## config.mk

```make
export PLATFORM = sky130hd
export DESIGN_NAME = alarm_countdown
export DESIGN_NICKNAME = d
export VERILOG_FILES = /design/src/rtl/alarm_cd_pkg.sv /design/src/rtl/alarm_cd_ctrl.sv /design/src/rtl/alarm_cd_counter.sv /design/src/rtl/alarm_cd_flag.sv /design/src/rtl/alarm_countdown.sv
export SDC_FILE = /design/constraint.sdc
export NUM_CORES = 1
export LEC_CHECK = 0
export BUFFER_PORTS_ARGS = -buffer_cell sky130_fd_sc_hd__buf_2
export CAP_MARGIN = 20
export CORE_UTILIZATION = 25
export CTS_BUF_LIST = sky130_fd_sc_hd__clkbuf_16
export DETAILED_ROUTE_END_ITERATION = 8
export GPL_ROUTABILITY_DRIVEN = 1
export GPL_TIMING_DRIVEN = 1
export SLEW_MARGIN = 10
export SYNTH_ARGS = -nofsm -noshare
export SYNTH_HDL_FRONTEND = slang
export SYNTH_SLANG_ARGS = --single-unit
```

## constraint.sdc

```tcl
create_clock -name clk -period 1.95 [get_ports clk]
set_input_delay 0 -clock clk [delete_from_list [all_inputs] [get_ports clk]]
set_output_delay 0 -clock clk [all_outputs]
set_load 0.02 [all_outputs]
```

## src/rtl/alarm_cd_pkg.sv

```systemverilog
package alarm_cd_pkg;
  typedef struct packed {
    logic enable;
    logic stop;
  } cd_ctrl_t;
endpackage

```

## src/rtl/alarm_cd_ctrl.sv

```systemverilog
module alarm_cd_ctrl
  import alarm_cd_pkg::*;
(
  input  logic     clk,
  input  logic     rst_n,
  input  logic     ctrl_we,
  input  logic     ctrl_enable,
  input  logic     ctrl_stop,
  output cd_ctrl_t ctrl_q
);
  always_ff @(posedge clk or negedge rst_n) begin
    if (!rst_n) begin
      ctrl_q <= '0;
    end else if (ctrl_we) begin
      ctrl_q.enable <= ctrl_enable;
      ctrl_q.stop   <= ctrl_stop;
    end
  end

  assert_ctrl_hold_R10: assert property (@(posedge clk) disable iff (!rst_n)
    !ctrl_we |=> $stable(ctrl_q));
  assert_ctrl_capture_R10: assert property (@(posedge clk) disable iff (!rst_n)
    ctrl_we |=> (ctrl_q.enable == $past(ctrl_enable)) && (ctrl_q.stop == $past(ctrl_stop)));
endmodule

```

## src/rtl/alarm_cd_counter.sv

```systemverilog
module alarm_cd_counter
  import alarm_cd_pkg::*;
#(
  parameter int CNT_W = 24
) (
  input  logic             clk,
  input  logic             rst_n,
  input  logic             tick,
  input  cd_ctrl_t         ctrl,
  input  logic             seed_we,
  input  logic [CNT_W-1:0] seed_wdata,
  output logic [CNT_W-1:0] count,
  output logic             run_step,
  output logic             zero_evt
);
  localparam logic [CNT_W-1:0] ONE = CNT_W'(1);

  function automatic logic [CNT_W-1:0] step_down(input logic [CNT_W-1:0] v);
    return (v == '0) ? '0 : v - ONE;
  endfunction

  logic count_live;
  assign count_live = ctrl.enable && !ctrl.stop && (count != '0);
  assign run_step   = tick && count_live && !seed_we;
  assign zero_evt   = run_step && (count == ONE);

  always_ff @(posedge clk or negedge rst_n) begin
    if (!rst_n)        count <= '0;
    else if (seed_we)  count <= seed_wdata;
    else if (run_step) count <= step_down(count);
  end

  assert_seed_load_R2: assert property (@(posedge clk) disable iff (!rst_n)
    seed_we |=> count == $past(seed_wdata));
  assert_step_one_R3: assert property (@(posedge clk) disable iff (!rst_n)
    run_step |=> count == $past(count) - ONE);
  assert_no_wrap_R4: assert property (@(posedge clk) disable iff (!rst_n)
    (count == '0) && !seed_we |=> count == '0);
  assert_disabled_hold_R6: assert property (@(posedge clk) disable iff (!rst_n)
    !ctrl.enable && !seed_we |=> $stable(count));
  assert_stopped_hold_R7: assert property (@(posedge clk) disable iff (!rst_n)
    ctrl.stop && !seed_we |=> $stable(count));
endmodule

```

## src/rtl/alarm_cd_flag.sv

```systemverilog
module alarm_cd_flag (
  input  logic clk,
  input  logic rst_n,
  input  logic set_evt,
  input  logic clr,
  output logic flag
);
  always_ff @(posedge clk or negedge rst_n) begin
    if (!rst_n)       flag <= 1'b0;
    else if (set_evt) flag <= 1'b1;
    else if (clr)     flag <= 1'b0;
  end

  assert_flag_sticky_R8: assert property (@(posedge clk) disable iff (!rst_n)
    flag && !clr |=> flag);
  assert_flag_clear_R8: assert property (@(posedge clk) disable iff (!rst_n)
    clr && !set_evt |=> !flag);
  assert_set_wins_R9: assert property (@(posedge clk) disable iff (!rst_n)
    set_evt |=> flag);
endmodule

```

## src/rtl/alarm_countdown.sv

```systemverilog
module alarm_countdown
  import alarm_cd_pkg::*;
#(
  parameter int CNT_W = 24
) (
  input  logic             clk,
  input  logic             rst_n,
  input  logic             tick,
  input  logic             seed_we,
  input  logic [CNT_W-1:0] seed_wdata,
  input  logic             ctrl_we,
  input  logic             ctrl_enable,
  input  logic             ctrl_stop,
  input  logic             flag_clr,
  output logic [CNT_W-1:0] count,
  output logic             alarm_flag
);
  cd_ctrl_t ctrl_q;
  logic     run_step;
  logic     zero_evt;

  alarm_cd_ctrl u_ctrl (
    .clk(clk), .rst_n(rst_n), .ctrl_we(ctrl_we),
    .ctrl_enable(ctrl_enable), .ctrl_stop(ctrl_stop), .ctrl_q(ctrl_q)
  );

  alarm_cd_counter #(.CNT_W(CNT_W)) u_counter (
    .clk(clk), .rst_n(rst_n), .tick(tick), .ctrl(ctrl_q),
    .seed_we(seed_we), .seed_wdata(seed_wdata),
    .count(count), .run_step(run_step), .zero_evt(zero_evt)
  );

  alarm_cd_flag u_flag (
    .clk(clk), .rst_n(rst_n), .set_evt(zero_evt), .clr(flag_clr), .flag(alarm_flag)
  );

  assert_flag_rise_R4: assert property (@(posedge clk) disable iff (!rst_n)
    $rose(alarm_flag) |-> (count == '0) && ctrl_q.enable);
  assert_zero_seed_quiet_R5: assert property (@(posedge clk) disable iff (!rst_n)
    (count == '0) && !seed_we |-> !zero_evt);
  assert_step_needs_tick_R3: assert property (@(posedge clk) disable iff (!rst_n)
    run_step |-> tick && ctrl_q.enable && !ctrl_q.stop);
endmodule

```

Word-level counts from Yosys, hierarchy flattened:

Cells that the tools add are included.

* ROM bits: 0
* input port bits: 32
* latch bits: 0
* register bits after elaboration: 27
* word-level logic and storage cells: 22
* RAM bits: 0
* memories: 0
* output and inout port bits: 25

* equal/unequal tests: 1
* multipliers: 0
* divide/modulo/power cells: 0
* add/sub/neg operators: 1
* reduce and logical (&&, ||, !) cells: 11
* shifts and indexed selects: 0
* multiplexer cells: 5
* bitwise gates (word level): 0
* order comparisons: 0

Operators by type and width (count)
* $mux 24: 3
* $eq 24x1->1 const B: 1
* $logic_not 24->1: 1
* $reduce_bool 24->1: 1
* $sub 24x1->24 const B: 1
* $logic_and 1x1->1: 5
* $reduce_bool 2->1: 2
* $logic_not 1->1: 2
* $mux 1: 2

Depth between registers and ports, before layout:

Gate-level depths: netlist (run 1).

* depth in word-level cells: 7
* gate-level depth with buffers: 7
* depth with buffers taken out: 7

Hierarchy:

A second synthesis (run 1) with hierarchy kept.

* cell total of the unflattened synthesis: 184
* area total of the unflattened synthesis: 1671.6 µm²

Modules (own cells, without submodules)
* alarm_cd_counter: times used 1, seq. area each 600.6 µm², cells an instance 177, area an instance 1562.7 µm²
* alarm_cd_ctrl: times used 1, seq. area each 50.0 µm², cells an instance 4, area an instance 72.6 µm²
* alarm_cd_flag: times used 1, seq. area each 25.0 µm², cells an instance 3, area an instance 36.3 µm²

Worst setup path before layout (run 1):

No wires, ideal clock.

* path kind: flip-flop to flip-flop
* start point: register u_counter.count[2]
* end point: register u_counter.count[21]
* setup time: 126 ps
* cell stages (with the launch flop): 6
* buffers on the path: 0
* clock period less this slack: 2221 ps
* arrival: 2095 ps
* required time: 1824 ps
* path slack: -271 ps
* cells stage by stage: dfrtp_1 or3_4 or4_4 a2111oi_4 nor3b_1 a221o_1

* cells in the longest elaborated chain, start to end: 5
* elaborated cells between the ends (all ways): 10
* those cells by class: add/sub (1); mux (3); reduce/logical (6)

Ends and longest elaborated chain
* start, declared: RTL line alarm_cd_counter.sv:12 `output logic [CNT_W-1:0] count,`
* start signal, assigned: RTL line alarm_cd_counter.sv:29 `else if (seed_we) count <= seed_wdata;`
* start signal, assigned: RTL line alarm_cd_counter.sv:30 `else if (run_step) count <= step_down(count);`
* parallel branches: the longest is 5 deep, another holds $sub 24x1->24

Parallel ways; which one is timed is not known. The select of a mux whose other input is x is not followed.
A chain may end at the register's enable or synchronous reset.

Worst setup path after layout (run 1):

Same ends and word-level chain as after synthesis.

==> results of run 1 <==
[per-stage QoR]
stage | power, mW | utilization [%] | TNS, ps
3_5_place_dp | 1.15 | 37.7 | -460
2_1_floorplan | 0.896 | - | -120
4_1_cts | 1.69 | 44.1 | -118
5_1_grt | 1.80 | 45.3 | -1010
3_3_place_gp | 1.14 | 37.7 | -237
6_report | 1.69 | 45.3 | -159
[where the power goes]
group / switching, mW / leakage [nW] / internal, mW / total (mW)
registers: 0.0429 / 0.314 / 0.616 / 0.659
clock network: 0.205 / 0.0409 / 0.277 / 0.483
logic: 0.271 / 0.879 / 0.280 / 0.551
[flip-flops by register name, summed over array words and instances, names as in the netlist]
name	flops
u_flag.flag	1
u_ctrl.ctrl_q	2
u_counter.count	24
[layer usage]
layer | part of all wire [%] | track usage (%)
met1 | 45 | 19.7
met2 | 50 | 27.7
met3 | 4.3 | 3.48
met4 | 0.73 | 3.61
met5 | 0 | 0
[synth_stat cells, types with 2 or more instances]
library cell and instances:
a211oi_1 2, a21oi_1 2, a221o_1 2, and4_1 2, buf_2 2, clkbuf_1 6
dfrtp_1 27, ha_1 3, inv_1 4, mux2_2 6, nand2_1 18, nand2b_1 2
nand3_1 3, nand3b_1 2, nand4_1 6, nor2_1 7, nor2b_1 2, nor3_1 11
nor3b_1 2, nor4_1 7, o211ai_1 2, o21ai_0 18, o31a_1 2, or3_1 4
or4_1 3, xnor2_1 9, xor2_1 8
[repair_timing]
item | in CTS | in global routing
setup buffers | 0 | 3
pin swaps | 0 | 7
endpoints found under the setup margin | 12 | 22
hold endpoints to repair | 53 | 0
hold buffers | 28 | 0
resized for setup | 7 | 16
[worst max-delay path, stage by stage, from the launching register on]
cell	delay [ps]
dfrtp_2	410
or3_4	430
or4_4	460
a2111oi_4	270
nor3b_2	90
a221o_1	280
[worst paths after layout]
path                                  endpoint  depth (start not counted)  slack [ps]
max                        u_counter.count[21]                          5        -100
min in group asynchronous   u_counter.count[4]                          2         290
max reg2reg                u_counter.count[21]                          5        -100
max in group asynchronous   u_counter.count[7]                          2        1190
min                           u_ctrl.ctrl_q[1]                          2           9
min reg2reg                        u_flag.flag                          2         530
[layout make-up]
cell class | instances | area share [%]
flip-flops and latches | 27 | 23.9
clock buffers | 3 | 2.61
multi-input cells | 136 | 36.1
repair buffers | 136 | 33.3
well taps | 77 | 3.35
clock inverters | 1 | 0.174
inverters | 4 | 0.522
[cells by family (layout without fill, tap and decap cells)]
logic type	Yosys count	count (layout)	synth area share, %
buffers and inverters	12	144	2.90
adder cells (fa/ha/maj)	3	3	2.29
AO/OA/AOI/OAI	35	35	14.7
AND/OR/NAND/NOR	75	75	25.7
multiplexers	6	6	4.12
XOR/XNOR	17	17	9.09
flip-flops	27	27	41.3
==> metrics, run 1 <==
fillcell total about 630; area leader, netlist dfrtp_1; Slew Viols, Final 0; Yosys cell types 40; min Tclk post-route between 2000 and 2500 ps; DIE HEIGHT slightly above 80 um; Hold WC Path Type in2reg; first-pass GRT wire length roughly 9 mm; sequential fraction of the synthesis area roughly 41%; syn_nets between 200 and 250; nets approximately 340; dpl cells 349; Multi-input gate area just over 1000 um2; final setup margin -104 ps; failing checks setup timing; root buffer cell clkbuf_16; slew margin rel. between 40% and 50%; Yosys reg bits 27; Max Cap Violations 0; Fin Hold WS 8.92 ps; post-synthesis instance total around 180; Worst Tran Pin Value around 800 ps; syn avg cell area 9.36 um2; DR DRC count 0; initial antenna violation count 0; Starting Density about a quarter; final setup violating endpoints 4; Longest Clk Path Bufs 2; layout cells sized above 1 a little over 50%; vias in the first global route between 1,500 and 2,000; final clock skew around 6.3 ps; Sink Count 27; largest net degree at the start of global routing 51; Area growth syn-to-layout 75.7%; Worst-Skew Late Latency ~270 ps; Period Utilization, post-route 105%; synthesized area approximately 1600 um2; P_leak around 1.2 nW; number of flops mapped to enable cells by yosys 0; status finished with violations; core area around 6300 um2; fin area ~2900 um2; Reg area just under 700 um2; synth top area cells dfrtp_1 41%, o21ai_0 5.5%, xnor2_1 4.8%; CP Data Required Time 2100 ps; async set-reset flop share out of synthesis 100%; DR WL/cell between 10 and 15 um; Ys Warns 0; Critical Path Sink Type flip-flop; final non-filler cell total roughly 380; FP Rows 29; Detailed Place HPWL between 3 and 4 mm; H-tree Lvls 1; CTS tree built; RD Place Congestion about 0.77; All-Layer GR Usage about 16%; CP arrival roughly 2200 ps; post-place setup slack -99.3 ps; post-synth top area share between 40% and 50%; RSZ-0062 raised after global routing true; commonest non-fill, non-tap cell in the layout buf_2; worst reg2reg startpoint u_counter.count[2]; FMAX 487 MHz; CP max FO 5; worst vdd ir between 0.4 and 0.5 mV; Ports 57; PortBufs 56; beginning of the critical path u_counter.count[2]; total global routing overflow 0; Detail Route Antenna Nets 0; routed wire length roughly 5.2 mm; commonest cells after routing, fill and taps aside 56 x buf_2, 50 x buf_4, 28 x dlygate4sd3_1; power per cell area ~590 nW/um2; final hold viol count 0; chip width 82.9 um; Placement Cell Area 2390 um2; CTS Buf Count 3; Min-Delay Startpoint ctrl_we; Die ar. approximately 6900 um2; DR iter-0 viols between 70 and 80; Via density ~4.8; # diodes 0; main flop type after synthesis dfrtp_1; CP Launch Type flip-flop; Crit Path Class reg2reg; vias approximately 1,800; Clock transition at path regs about 70 ps; TritonRoute pass-1 iters 4
Power figures use the tool's default switching activity.
==> inputs of run 2 (changes only) <==
==> constraint.sdc (replaced) <==
create_clock -name clk -period 1.95 [get_ports clk]
set_input_delay 0.0975 -clock clk [delete_from_list [all_inputs] [get_ports clk]]
set_output_delay 0.0975 -clock clk [all_outputs]
set_load 0.02 [all_outputs]
==> run 2 against run 1 <==
  * Clock skew hardly changed
  * Global-route usage down 0.61 points
  * Worst hold slack better by 16 ps
  * Sequential power is essentially flat
  * Clock power is essentially flat
  * Cell area decreased by 9.7%
  * Critical path type unchanged
  * Count of clock-buffer cells in the layout unchanged
  * Combinational power fell by 7.8%
  * The run still ends with setup timing left
==> metrics, run 2 (synthesis results as in run 1) <==
status finished with violations; failing checks setup timing; Hold WC Path Type in2reg; Reg area 688 um2 (unchanged); vias in the first global route 1,774 (-6.8%); H-tree Lvls 1 (unchanged); Longest Clk Path Bufs 2 (unchanged); DR WL/cell 14.3 um (+4.5%); total power 1.65 mW (-2.4%); RSZ-0062 raised after global routing true; DIE HEIGHT 82.9 um (unchanged); worst path cell trace or3_4, or4_4, a2111oi_4, nor3b_2, a221o_1; Ports 57 (unchanged); initial antenna violation count 0 (unchanged); CP delay by family, top simple AND/OR/NAND/NOR gates; total global routing overflow 0 (unchanged); Period Utilization, post-route 105% (about the same); PortBufs 56 (unchanged); commonest cells after routing, fill and taps aside 56 x buf_2, 49 x buf_4, 18 x nand2_1; final clock skew 6.40 ps (+0.0821 ps); FMAX 487 MHz (about the same); All-Layer GR Usage 15.2% (-0.61 points); CP max FO 2 (-3); final hold viol count 0 (unchanged); root buffer cell clkbuf_16; worst reg2reg startpoint u_counter.count[7]; FP Rows 29 (unchanged); first-pass GRT wire length 8.47 mm (-4.7%); Worst Tran Pin Value 831 ps (+9.71 ps); commonest non-fill, non-tap cell in the layout buf_2; Starting Density 25.8% (unchanged); nets 315 (-8.2%); CP peak stage delay 520 ps (+60 ps); final setup margin -103 ps (+1.00 ps); Min-Delay Startpoint flag_clr; final setup violating endpoints 5 (+1); Via density 4.90 (+2.8%); CP Data Required Time 2100 ps (about the same); Detailed Place HPWL 3.80 mm (unchanged); Biggest register u_counter.count; Max Cap Violations 0 (unchanged); Clock transition at path regs 70 ps (about the same); CTS Buf Count 3 (unchanged); vias 1,743 (-4.7%); P_leak 1.12 nW (-9.5%); fin area 2600 um2 (-9.7%); largest net degree at the start of global routing 51 (unchanged); Slew Viols, Final 0 (unchanged); CP arrival 2200 ps (about the same); Die ar. 6880 um2 (unchanged); Critical Path Sink Type flip-flop; crit path max-delay cell type or4_4; beginning of the critical path u_counter.count[7]; Multi-input gate area 1040 um2 (unchanged); DR iter-0 viols 66 (-7.0%); Crit Path Class reg2reg; fillcell total 647 (+2.9%); # diodes 0 (unchanged); Worst Path Buf+Inv 0 (unchanged); worst vdd ir 0.374 mV (-16%); RD Place Congestion 0.767 (unchanged); chip width 82.9 um (unchanged); DR DRC count 0 (unchanged); Worst-Skew Late Latency 270 ps (about the same); routed wire length 5.08 mm (-3.1%); Detail Route Antenna Nets 0 (unchanged); biggest regs u_counter.count x24, u_ctrl.ctrl_q x2, u_flag.flag x1; Area growth syn-to-layout 58.7%; slew margin rel. 44.6% (-0.65 points); CTS tree built; power per cell area 635 nW/um2 (+8.0%); Placement Cell Area 2390 um2 (unchanged); layout cells sized above 1 55.6% (+4.7 points); TritonRoute pass-1 iters 4 (unchanged); max reg flops 24 (unchanged); Sink Count 27 (unchanged); min Tclk post-route 2050 ps (-1.00 ps); CP Launch Type flip-flop; core area 6350 um2 (unchanged)
-- run 2: changes by cell type in the layout (fill, tap and decap cells not counted) --
cell and change:
buf_4 -1, dlygate4sd3_1 -27
-- run 2: worst paths after layout --
path / end / slack, ps / cells after the start
setup reg to reg: u_counter.count[21] / -100 / 5
hold / removal: u_flag.flag / 30 / 2
setup / recovery: u_counter.count[21] / -100 / 5
min in group asynchronous: u_counter.count[5] / 400 / 2
hold reg to reg: u_ctrl.ctrl_q[0] / 530 / 1
max in group asynchronous: u_counter.count[9] / 1070 / 2
-- run 2: worst reg2reg max path, cell delays in order, from the launching register on --
cell	delay [ps]
dfrtp_2	400
or3_4	380
or4_4	520
a2111oi_4	270
nor3b_2	80
a221o_1	280
-- run 2: power by group --
part | leakage (nW) | switching [mW] | internal (mW)
combinational | 0.762 | 0.265 | 0.243
sequential | 0.314 | 0.0422 | 0.616
clock | 0.0409 | 0.208 | 0.278
-- run 2: layout make-up --
type | count | share of cell area (%)
multi-input combinational | 136 | 40.0
clock buffer | 3 | 2.89
sequential | 27 | 26.5
clock inverter | 1 | 0.192
inverter | 4 | 0.577
tap | 77 | 3.71
timing repair buffer | 108 | 26.2
-- run 2: per-stage QoR --
step / worst slack, ps / instances / hold slack, ps / util [%] / TNS (ps)
after floorplan: -85.3 / 175 / -198 / - / -120
after global placement: -74.8 / 349 / 166 / 37.7 / -237
after detailed placement: -99.3 / 349 / 168 / 37.7 / -460
after CTS: -102 / 354 / 22.6 / 39.8 / -118
after global routing: -173 / 356 / 32.7 / 40.9 / -995
final: -103 / 356 / 25.2 / 40.9 / -153
-- run 2: what timing repair did --
action | 4_1_cts | 5_1_grt
endpoints found under the setup margin | 12 | 22
gates resized for setup | 7 | 16
pin swaps | 0 | 6
buffers inserted | 0 | 2
endpoints found under the hold margin | 27 | 0
hold buffers | 1 | 0
-- run 2: layer usage --
metal | vias up | wire length, um | track usage (%)
li1 | 856 | - | -
met1 | 838 | 2280 | 19.5
met2 | 42 | 2500 | 25.9
met3 | 7 | 260 | 3.48
met4 | 0 | 34 | 3.61
met5 | - | 0 | 0
